===== src/rtl/rrt_pkg.sv =====
package rrt_pkg;
    parameter int NUM_REGS = 8;
    parameter int DATA_W   = 64;
    parameter int TAG_W    = 4;
    localparam int IDX_W   = $clog2(NUM_REGS);

    typedef logic [DATA_W-1:0] data_t;
    typedef logic [TAG_W-1:0]  tag_t;
    typedef logic [IDX_W-1:0]  idx_t;

    localparam tag_t NO_TAG = '0;

    typedef struct packed {
        logic  pending;
        tag_t  tag;
        data_t value;
    } entry_t;

    typedef struct packed {
        logic  valid;
        tag_t  tag;
        data_t value;
    } bcast_t;

    typedef struct packed {
        logic  pending;
        tag_t  tag;
        data_t value;
    } lookup_t;

    function automatic logic bus_hits(entry_t e, bcast_t b);
        return b.valid && e.pending && (e.tag == b.tag);
    endfunction
endpackage


===== src/rtl/rrt_entry.sv =====
module rrt_entry
    import rrt_pkg::*;
#(
    parameter int IDX = 0
) (
    input  logic   clk,
    input  logic   rst,
    input  logic   iss_valid,
    input  tag_t   iss_tag,
    input  idx_t   iss_dst,
    input  bcast_t bus,
    output entry_t state
);
    localparam idx_t MY_IDX = idx_t'(IDX);

    logic rename;
    logic hit;

    assign rename = iss_valid && (iss_tag != NO_TAG) && (iss_dst == MY_IDX);
    assign hit    = bus_hits(state, bus);

    always_ff @(posedge clk) begin
        if (rst) begin
            state <= '0;
        end else if (rename) begin
            state.pending <= 1'b1;
            state.tag     <= iss_tag;
        end else if (hit) begin
            state.pending <= 1'b0;
            state.tag     <= NO_TAG;
            state.value   <= bus.value;
        end
    end

    // a rename always lands, even against a matching broadcast
    p_rename_lands_r4: assert property (@(posedge clk) disable iff (rst)
        rename |=> state.pending && state.tag == $past(iss_tag)
                   && state.value == $past(state.value))
        else $error("rename did not take effect");

    // matching broadcast writes and clears
    p_match_writes_r6: assert property (@(posedge clk) disable iff (rst)
        (hit && !rename) |=> !state.pending && state.value == $past(bus.value))
        else $error("matching broadcast not captured");

    // no rename and no match means no change
    p_hold_r7: assert property (@(posedge clk) disable iff (rst)
        (!rename && !hit) |=> $stable(state))
        else $error("entry changed without cause");

    // a pending entry never carries the reserved tag
    p_tag_nonzero_r5: assert property (@(posedge clk) disable iff (rst)
        state.pending |-> state.tag != NO_TAG)
        else $error("pending entry with reserved tag");
endmodule


===== src/rtl/rrt_lookup.sv =====
module rrt_lookup
    import rrt_pkg::*;
(
    input  logic                    clk,
    input  logic                    rst,
    input  entry_t [NUM_REGS-1:0]   tbl,
    input  idx_t                    idx,
    input  bcast_t                  bus,
    output lookup_t                 res
);
    entry_t sel;

    assign sel = tbl[idx];

    always_comb begin
        res = '0;
        if (!sel.pending) begin
            res.value = sel.value;
        end else if (bus_hits(sel, bus)) begin
            res.value = bus.value;
        end else begin
            res.pending = 1'b1;
            res.tag     = sel.tag;
        end
    end

    // a waiting answer names a real producer and carries no value
    p_wait_has_tag_r3: assert property (@(posedge clk) disable iff (rst)
        res.pending |-> (res.tag != NO_TAG && res.value == '0))
        else $error("pending lookup malformed");

    // a ready answer carries the reserved tag
    p_ready_no_tag_r2: assert property (@(posedge clk) disable iff (rst)
        !res.pending |-> res.tag == NO_TAG)
        else $error("ready lookup carries a tag");
endmodule


===== src/rtl/rename_status_table.sv =====
module rename_status_table
    import rrt_pkg::*;
(
    input  logic                clk,
    input  logic                rst,
    input  logic                iss_valid,
    input  logic [TAG_W-1:0]    iss_tag,
    input  logic [IDX_W-1:0]    iss_dst,
    input  logic [IDX_W-1:0]    src_a,
    input  logic [IDX_W-1:0]    src_b,
    output logic                rd_a_pending,
    output logic [TAG_W-1:0]    rd_a_tag,
    output logic [DATA_W-1:0]   rd_a_value,
    output logic                rd_b_pending,
    output logic [TAG_W-1:0]    rd_b_tag,
    output logic [DATA_W-1:0]   rd_b_value,
    input  logic                bus_valid,
    input  logic [TAG_W-1:0]    bus_tag,
    input  logic [DATA_W-1:0]   bus_value
);
    bcast_t                bus;
    entry_t [NUM_REGS-1:0] tbl;
    lookup_t               res_a;
    lookup_t               res_b;

    assign bus = '{valid: bus_valid, tag: bus_tag, value: bus_value};

    for (genvar g = 0; g < NUM_REGS; g++) begin : g_reg
        rrt_entry #(.IDX(g)) u_entry (
            .clk       (clk),
            .rst       (rst),
            .iss_valid (iss_valid),
            .iss_tag   (iss_tag),
            .iss_dst   (iss_dst),
            .bus       (bus),
            .state     (tbl[g])
        );
    end

    rrt_lookup u_look_a (
        .clk (clk), .rst (rst), .tbl (tbl), .idx (src_a), .bus (bus), .res (res_a)
    );
    rrt_lookup u_look_b (
        .clk (clk), .rst (rst), .tbl (tbl), .idx (src_b), .bus (bus), .res (res_b)
    );

    assign rd_a_pending = res_a.pending;
    assign rd_a_tag     = res_a.tag;
    assign rd_a_value   = res_a.value;
    assign rd_b_pending = res_b.pending;
    assign rd_b_tag     = res_b.tag;
    assign rd_b_value   = res_b.value;

    // same index on both ports gives the same answer
    p_ports_agree_r10: assert property (@(posedge clk) disable iff (rst)
        (src_a == src_b) |-> (res_a == res_b))
        else $error("lookup ports disagree");

    // a silent bus never clears a pending register
    p_idle_bus_r11: assert property (@(posedge clk) disable iff (rst)
        (!bus_valid && !iss_valid && tbl[src_a].pending) |=> $stable(tbl[$past(src_a)]))
        else $error("idle bus changed a register");
endmodule


===== config.mk =====
export PLATFORM = sky130hd
export DESIGN_NAME = rename_status_table
export DESIGN_NICKNAME = d
export VERILOG_FILES = /design/src/rtl/rrt_pkg.sv /design/src/rtl/rrt_entry.sv /design/src/rtl/rrt_lookup.sv /design/src/rtl/rename_status_table.sv
export SDC_FILE = /design/constraint.sdc
export NUM_CORES = 1
export LEC_CHECK = 0
export ABC_AREA = 1
export BUFFER_PORTS_ARGS = -buffer_cell sky130_fd_sc_hd__buf_4
export CAP_MARGIN = 20
export CELL_PAD_IN_SITES_DETAIL_PLACEMENT = 2
export CELL_PAD_IN_SITES_GLOBAL_PLACEMENT = 2
export CORE_MARGIN = 4
export CORE_UTILIZATION = 30
export DETAILED_ROUTE_END_ITERATION = 10
export HOLD_SLACK_MARGIN = 0.08
export PLACE_DENSITY_LB_ADDON = 0.1
export RECOVER_POWER = 50
export SLEW_MARGIN = 20
export SYNTH_ARGS = -nofsm -noshare
export SYNTH_HDL_FRONTEND = slang
export SYNTH_HIERARCHICAL = 1
export SYNTH_SLANG_ARGS = --single-unit

===== constraint.sdc =====
create_clock -name clk -period 1.45 [get_ports clk]
set_input_delay 0.145 -clock clk [delete_from_list [all_inputs] [get_ports clk]]
set_output_delay 0.145 -clock clk [all_outputs]
set_load 0.05 [all_outputs]

==> results.txt, run 1 <==
status -> complete, but fails checks
Netlist cell types -> 25
internal portion of total power -> 31,100 µW
source of the worst register-to-register timing path -> g_reg[6].u_entry/state[67]$_SDFFE_PP0P_
hold violation count in the final report -> 0
most common cell type on the critical path -> sky130_fd_sc_hd__nand2_1
clock period minus worst slack -> 2890 ps
floorplan die area -> 0.120 mm²
Total Routing Usage GR -> 30.4%
crit path launch type -> flop
largest area contributor in the netlist -> sky130_fd_sc_hd__dfxtp_1
most used cells in the layout excluding fill and tap cells -> sky130_fd_sc_hd__nor2_1 (1,567), sky130_fd_sc_hd__nand2_1 (1,212), sky130_fd_sc_hd__inv_1 (636)
clock network power share -> 42.4%
path depth of the worst reg2reg path -> 10
nets@finish -> 6,293
max-slew violation count -> 0
startpoint-to-endpoint class of the critical path -> reg2out
placement row count -> 124
Final Routed Wirelength -> 201,000 µm
Mapped Nets -> 5,902
Floorplan Core Area -> 0.114 mm²
part of the power in registers -> 33.0%
Pre-antenna DRT Iters -> 5
initial antenna violation count -> 0
vias in the first global route -> 45,400
CTS tree -> built
number of nets still failing antenna checks after routing -> 0
core utilization of the finished layout -> 42.8%
share of the synthesized area in the top cell type -> 32.0%
sequential area share after synthesis -> 32.0%
worst hold endpoint -> g_reg[6].u_entry/state[66]$_SDFFE_PP0P_
largest stage delay on the critical path -> 380 ps
Non-Filler Cell Area, Final -> 0.0489 mm²
Final Setup Violations -> 658
CTS Hold Bufs -> 76
Post-Syn Instances -> 5,817
crit end category -> primary output
setup repair after global routing missed its margin -> yes
achievable clock frequency -> 346 MHz
setup slack of the worst register-to-register path -> -540 ps
clock root buffer -> sky130_fd_sc_hd__clkbuf_16
Max Buffers Root-to-Sink -> 3
max cap viols -> 0
P per Cell Area -> 946 mW/mm²
slew at the pin with the worst max-slew slack -> 686 ps
die height -> 347 µm
leading cell type in the layout, fill and taps excluded -> sky130_fd_sc_hd__nor2_1
Routed wire per std cell -> 25.8 µm
Setup WS pre-CTS -> -897 ps
static power due to leakage -> 0.0226 µW
number of H-tree levels -> 3
relative slew slack -> 54.3%
number of buffer cells added on primary ports -> 222
setup TNS -> -309,810 ps
mean instance size in the synthesized netlist -> 5.93 µm²
failing checks -> negative setup slack
Post-Synthesis Cell Area -> 0.0345 mm²
power share of the combinational group -> 24.6%
highest ir drop seen on vdd -> 822 µV
relative area change from synthesis to final layout -> 41.7%
total net switching power -> 15,200 µW
via total after detailed routing -> 42,300
number of buffers added by the clock tree synthesis step -> 75
final setup slack of the worst path -> -1440 ps
Vias/cell -> 5.44
fraction of layout instances using a drive strength above 1 -> 20.3%
register name with the most flops -> g.u_entry/state
post-route DRC violation count -> 0
sw frac -> 32.9%
YS warnings -> 6
required time reported for the critical path endpoint -> 1310 ps
critical path fanouts, max -> 9
hold path start -> iss_dst[0]
final cycle utilization of the critical path -> 199%
skew final -> 19.1 ps
CTS sink cnt -> 552
type of the most critical hold path -> in2reg
cell with the largest stage delay on the worst path -> sky130_fd_sc_hd__dfxtp_4
clock slew seen by the registers of the worst setup and hold paths -> 50 ps
Synth area leaders -> sky130_fd_sc_hd__dfxtp_1 (32%), sky130_fd_sc_hd__nor2_1 (17%), sky130_fd_sc_hd__nand2_1 (15%), sky130_fd_sc_hd__o21ai_0 (7.1%), sky130_fd_sc_hd__inv_1 (7.0%)
flops & latches, synth -> 552
max FFs per register -> 552
ANT cells -> 0
number of violations reported at the end of detailed-routing iteration 0 -> 2,598
Power Total -> 46,300 µW
Overflow after GRT -> 0
Routability Congestion -> 0.795
Worst-Skew Late Latency -> 660 ps
area after detailed placement -> 0.0413 mm²
cell depth of the worst hold path -> 6
num ports -> 223
final HPWL from detailed placement -> 114,000 µm
worst-path cell chain -> nand2_1 > nand2_1 > nand2_1 > nand3_2 > nand2_2 > nand2_1 > nand3_2 > nor2_4 > buf_12 > clkbuf_16 > nand3_4 > nand2_4 > buf_8
registers with the most flip-flops -> g.u_entry/state: 552 flops
pin count of the biggest net entering global routing -> 80
Initial Util -> 30.2%
Crit Reg-Reg Endpoint -> g_reg[6].u_entry/state[35]$_SDFFE_PP0P_
chip width -> 347 µm
wire length of the first global-routing pass -> 285,000 µm
CP arrival -> 2740 ps
-- power groups by stage --
stage	clock, µW	combinational [µW]	sequential [µW]
floorplan	0	4980	15600
global placement	0	9010	15600
detailed placement	0	9110	15600
CTS	20000	10700	15300
global route	20700	11800	15300
finish	19600	11400	15300
-- area by class of cell --
type / count / area (µm²)
Clock buffer: 116 / 2350
Inverter: 658 / 2560
Multi-Input combinational cell: 4196 / 21800
Timing Repair Buffer: 725 / 9000
Tap cell: 1512 / 1890
Fill cell: 13500 / 65300
Clock inverter: 14 / 170
Sequential cell: 552 / 11100
-- worst max-delay path, delay by kind of cell, from the launching register on --
family | cells | cell delay, ps
buf+inv | 3 | 650
flops | 1 | 380
simple gates | 10 | 1040
-- routing by layer --
metal / GRT usage (%) / vias to the layer above / routed length (µm)
met2: 54.7 / 1166 / 98400
met3: 3.20 / 430 / 8000
met1: 37.7 / 21600 / 84700
li1: - / 19100 / -
met4: 10.3 / 0 / 9530
met5: 0 / - / 0
-- worst max-delay path by stage --
stage	slack (ps)	cells after the start	end	startpoint
6_report	-1440	13	rd_a_value[25]	g_reg[4].u_entry/state[64]$_SDFFE_PP0P_
5_1_grt	-1530	15	rd_b_value[31]	g_reg[0].u_entry/state[67]$_SDFFE_PP0P_
3_3_place_gp	-790	14	rd_a_value[11]	src_a[0]
2_1_floorplan	-340	14	rd_a_tag[0]	src_a[0]
4_1_cts	-1300	14	rd_a_value[13]	g_reg[3].u_entry/state[68]$_SDFFE_PP0P_
3_5_place_dp	-900	14	rd_a_value[9]	src_a[0]
-- metrics by stage --
stage                     hold WS (ps)  std cells
after floorplan                    214       5817
after detailed placement           492       7486
final                             58.9       7773
after global routing              61.0       7773
after CTS                         23.2       7738
after global placement             484       7486
-- repair_timing --
| action | 4_1_cts | 5_1_grt |
|---|---|---|
| endpoints found under the hold margin | 537 | 1 |
| endpoints found under the setup margin | 667 | 685 |
| resized for setup | 479 | 254 |
| pin swaps | 37 | 116 |
| buffers inserted | 34 | 28 |
| cloned | 16 | 12 |
-- cell families (layout without fill, tap and decap cells) --
kind of cell	Yosys count	count (layout)	synth area share, %
buffers and inverters	1069	1513	13.9
and+or+nand+nor	3370	3370	39.3
AOI/OAI and AO/OA	826	826	14.8
DFF	552	552	32.0
-- cells in the mapped netlist (all sizes together) --
library cell	n
nand3b	4
or2	1
a21oi	39
inv	658
nand2	1391
o221ai	256
dfxtp	552
nor2	1613
nor3	3
clkbuf	209
o211ai	1
nand3	358
buf	202
o21ai	530
No activity file was read; power rests on OpenSTA's default activity.
==> run 2, diff against run 1 <==
BUFFER_PORTS_ARGS = not set   (was -buffer_cell sky130_fd_sc_hd__buf_4)
CORE_UTILIZATION = 31   (was 30)
DONT_BUFFER_PORTS = 1   (was not set)
==> results.txt, run 2 (synthesis results as in run 1) <==
status -> complete, but fails checks
failing checks -> negative setup slack
setup repair after global routing missed its margin -> yes
crit end category -> primary output
hold path start -> bus_valid
Floorplan Core Area -> 0.111 mm² (-3.2%)
floorplan die area -> 0.117 mm² (-3.2%)
pin count of the biggest net entering global routing -> 280 (+250%)
CP arrival -> 2580 ps (-160 ps)
clock slew seen by the registers of the worst setup and hold paths -> 60 ps (about the same)
vias in the first global route -> 45,300 (-0.22%)
clock root buffer -> sky130_fd_sc_hd__clkbuf_16
cell with the largest stage delay on the worst path -> sky130_fd_sc_hd__dfxtp_4
source of the worst register-to-register timing path -> g_reg[4].u_entry/state[66]$_SDFFE_PP0P_
most used cells in the layout excluding fill and tap cells -> sky130_fd_sc_hd__nor2_1 (1,529), sky130_fd_sc_hd__nand2_1 (1,151), sky130_fd_sc_hd__inv_1 (626)
number of nets still failing antenna checks after routing -> 0 (unchanged)
Non-Filler Cell Area, Final -> 0.0484 mm² (-1.0%)
critical path fanouts, max -> 6 (-3)
path depth of the worst reg2reg path -> 11 (+1)
leading cell type in the layout, fill and taps excluded -> sky130_fd_sc_hd__nor2_1
placement row count -> 122 (-1.6%)
fraction of layout instances using a drive strength above 1 -> 19.6% (-0.71 points)
skew final -> 29.5 ps (+10.3 ps)
Max Buffers Root-to-Sink -> 3 (unchanged)
hold violation count in the final report -> 0 (unchanged)
wire length of the first global-routing pass -> 292,000 µm (+2.4%)
via total after detailed routing -> 42,200 (-0.19%)
max-slew violation count -> 0 (unchanged)
largest delay contributor family on the critical path -> simple AND/OR/NAND/NOR gates
achievable clock frequency -> 367 MHz (+6.0%)
clock period minus worst slack -> 2720 ps (-163 ps)
nets@finish -> 6,095 (-3.1%)
chip width -> 342 µm (-1.6%)
Overflow after GRT -> 0 (unchanged)
initial antenna violation count -> 1 (+1)
origin of the worst setup path -> g_reg[4].u_entry/state[66]$_SDFFE_PP0P_
worst-path cell chain -> inv_1 > nand2_1 > nand3_2 > nand3_2 > nand2_2 > nand2_2 > nand3_2 > nor2_4 > buf_12 > buf_16 > buf_8 > nand3_4 > nand2_8
max cap viols -> 0 (unchanged)
relative slew slack -> 36.2% (-18 points)
final cycle utilization of the critical path -> 188% (-11 points)
cell depth of the worst hold path -> 6 (unchanged)
P per Cell Area -> 902 mW/mm² (-4.7%)
required time reported for the critical path endpoint -> 1310 ps (about the same)
core utilization of the finished layout -> 43.8% (+0.98 points)
slew at the pin with the worst max-slew slack -> 957 ps (+271 ps)
relative area change from synthesis to final layout -> 40.3%
CTS tree -> built
most common cell type on the critical path -> sky130_fd_sc_hd__nand3_2
filler instances -> 12,900 (-4.7%)
crit path launch type -> flop
Routed wire per std cell -> 27.6 µm (+7.1%)
number of H-tree levels -> 3 (unchanged)
num ports -> 223 (unchanged)
final HPWL from detailed placement -> 107,000 µm (-6.0%)
registers with the most flip-flops -> g.u_entry/state: 552 flops
Hold Slack -> 121 ps (+61.7 ps)
type of the most critical hold path -> in2reg
number of buffers and inverters on the critical path -> 4 (+1)
Worst-Skew Late Latency -> 660 ps (about the same)
highest ir drop seen on vdd -> 821 µV (-0.15%)
number of buffers added by the clock tree synthesis step -> 74 (-1.3%)
Vias/cell -> 5.59 (+2.7%)
CTS sink cnt -> 552 (unchanged)
number of violations reported at the end of detailed-routing iteration 0 -> 2,854 (+9.9%)
register name with the most flops -> g.u_entry/state
startpoint-to-endpoint class of the critical path -> reg2out
Final Setup Violations -> 665 (+1.1%)
final setup slack of the worst path -> -1270 ps (+163 ps)
Final Routed Wirelength -> 209,000 µm (+4.1%)
number of buffer cells added on primary ports -> 0 (-100%)
static power due to leakage -> 0.0217 µW (-3.9%)
Total Routing Usage GR -> 32.6% (+2.2 points)
die height -> 342 µm (-1.6%)
Pre-antenna DRT Iters -> 5 (unchanged)
area after detailed placement -> 0.0395 mm² (-4.4%)
largest stage delay on the critical path -> 380 ps (about the same)
max FFs per register -> 552 (unchanged)
Initial Util -> 31.2% (+1.0 points)
Routability Congestion -> 0.784 (-1.4%)
number of cells on the critical path -> 13 (unchanged)
post-route DRC violation count -> 0 (unchanged)
run 2: through the flow:
stage | total power (µW) | setup slack (ps) | cells | setup TNS, ps
detailed placement | 22800 | -700 | 7234 | -176120
finish | 43700 | -1270 | 7553 | -300310
CTS | 43000 | -1200 | 7507 | -304790
global route | 44900 | -1320 | 7551 | -355500
floorplan | 20600 | -338 | 5817 | -29680
global placement | 22700 | -693 | 7234 | -140860
run 2: final timing paths:
check,endpoint,slack (ps)
setup / recovery,rd_b_value[30],-1270
setup reg to reg,g_reg[4].u_entry/state[25]$_SDFFE_PP0P_,-550
hold reg to reg,g_reg[5].u_entry/state[11]$_SDFFE_PP0P_,530
hold / removal,g_reg[3].u_entry/state[67]$_SDFFE_PP0P_,120
run 2: per-layer routing:
layer  share of wire (%)  GRT usage (%)  vias up
met5                   0              0        -
met4                 4.5           12.0        0
met3                 5.2           4.02      477
met2                  49           58.1     1339
met1                  42           40.0    21700
li1                    -              -    18700
run 2: worst reg2reg max path: cells and delay by family (launching register included):
family | cells | cell delay (ps)
AND/OR/NAND/NOR | 7 | 850
buffers and inverters | 4 | 720
flip-flops | 1 | 370
run 2: report_power, final:
part	internal (µW)	switching (µW)	total (µW)
Combinational	3100	6510	9610
Sequential	15200	61.9	15300
Clock	10900	7880	18800
run 2: timing repair:
action,CTS,global route
hold buffers,79,0
gates cloned,28,24
gates resized for setup,443,395
endpoints found under the hold margin,552,0
setup buffers,37,33
pin swaps,132,175
setup endpoints to repair,663,686
run 2: layout make-up:
| class | count | area (µm²) | area share (%) |
|---|---|---|---|
| antenna | 2 | 5.00 | 0.0103 |
| clock buffer | 120 | 2280 | 4.71 |
| clock inverter | 9 | 73.8 | 0.153 |
| inverter | 658 | 2550 | 5.28 |
| multi-input combinational | 4196 | 23500 | 48.4 |
| sequential | 552 | 11100 | 23.0 |
| tap | 1488 | 1860 | 3.85 |
| timing repair buffer | 528 | 7060 | 14.6 |
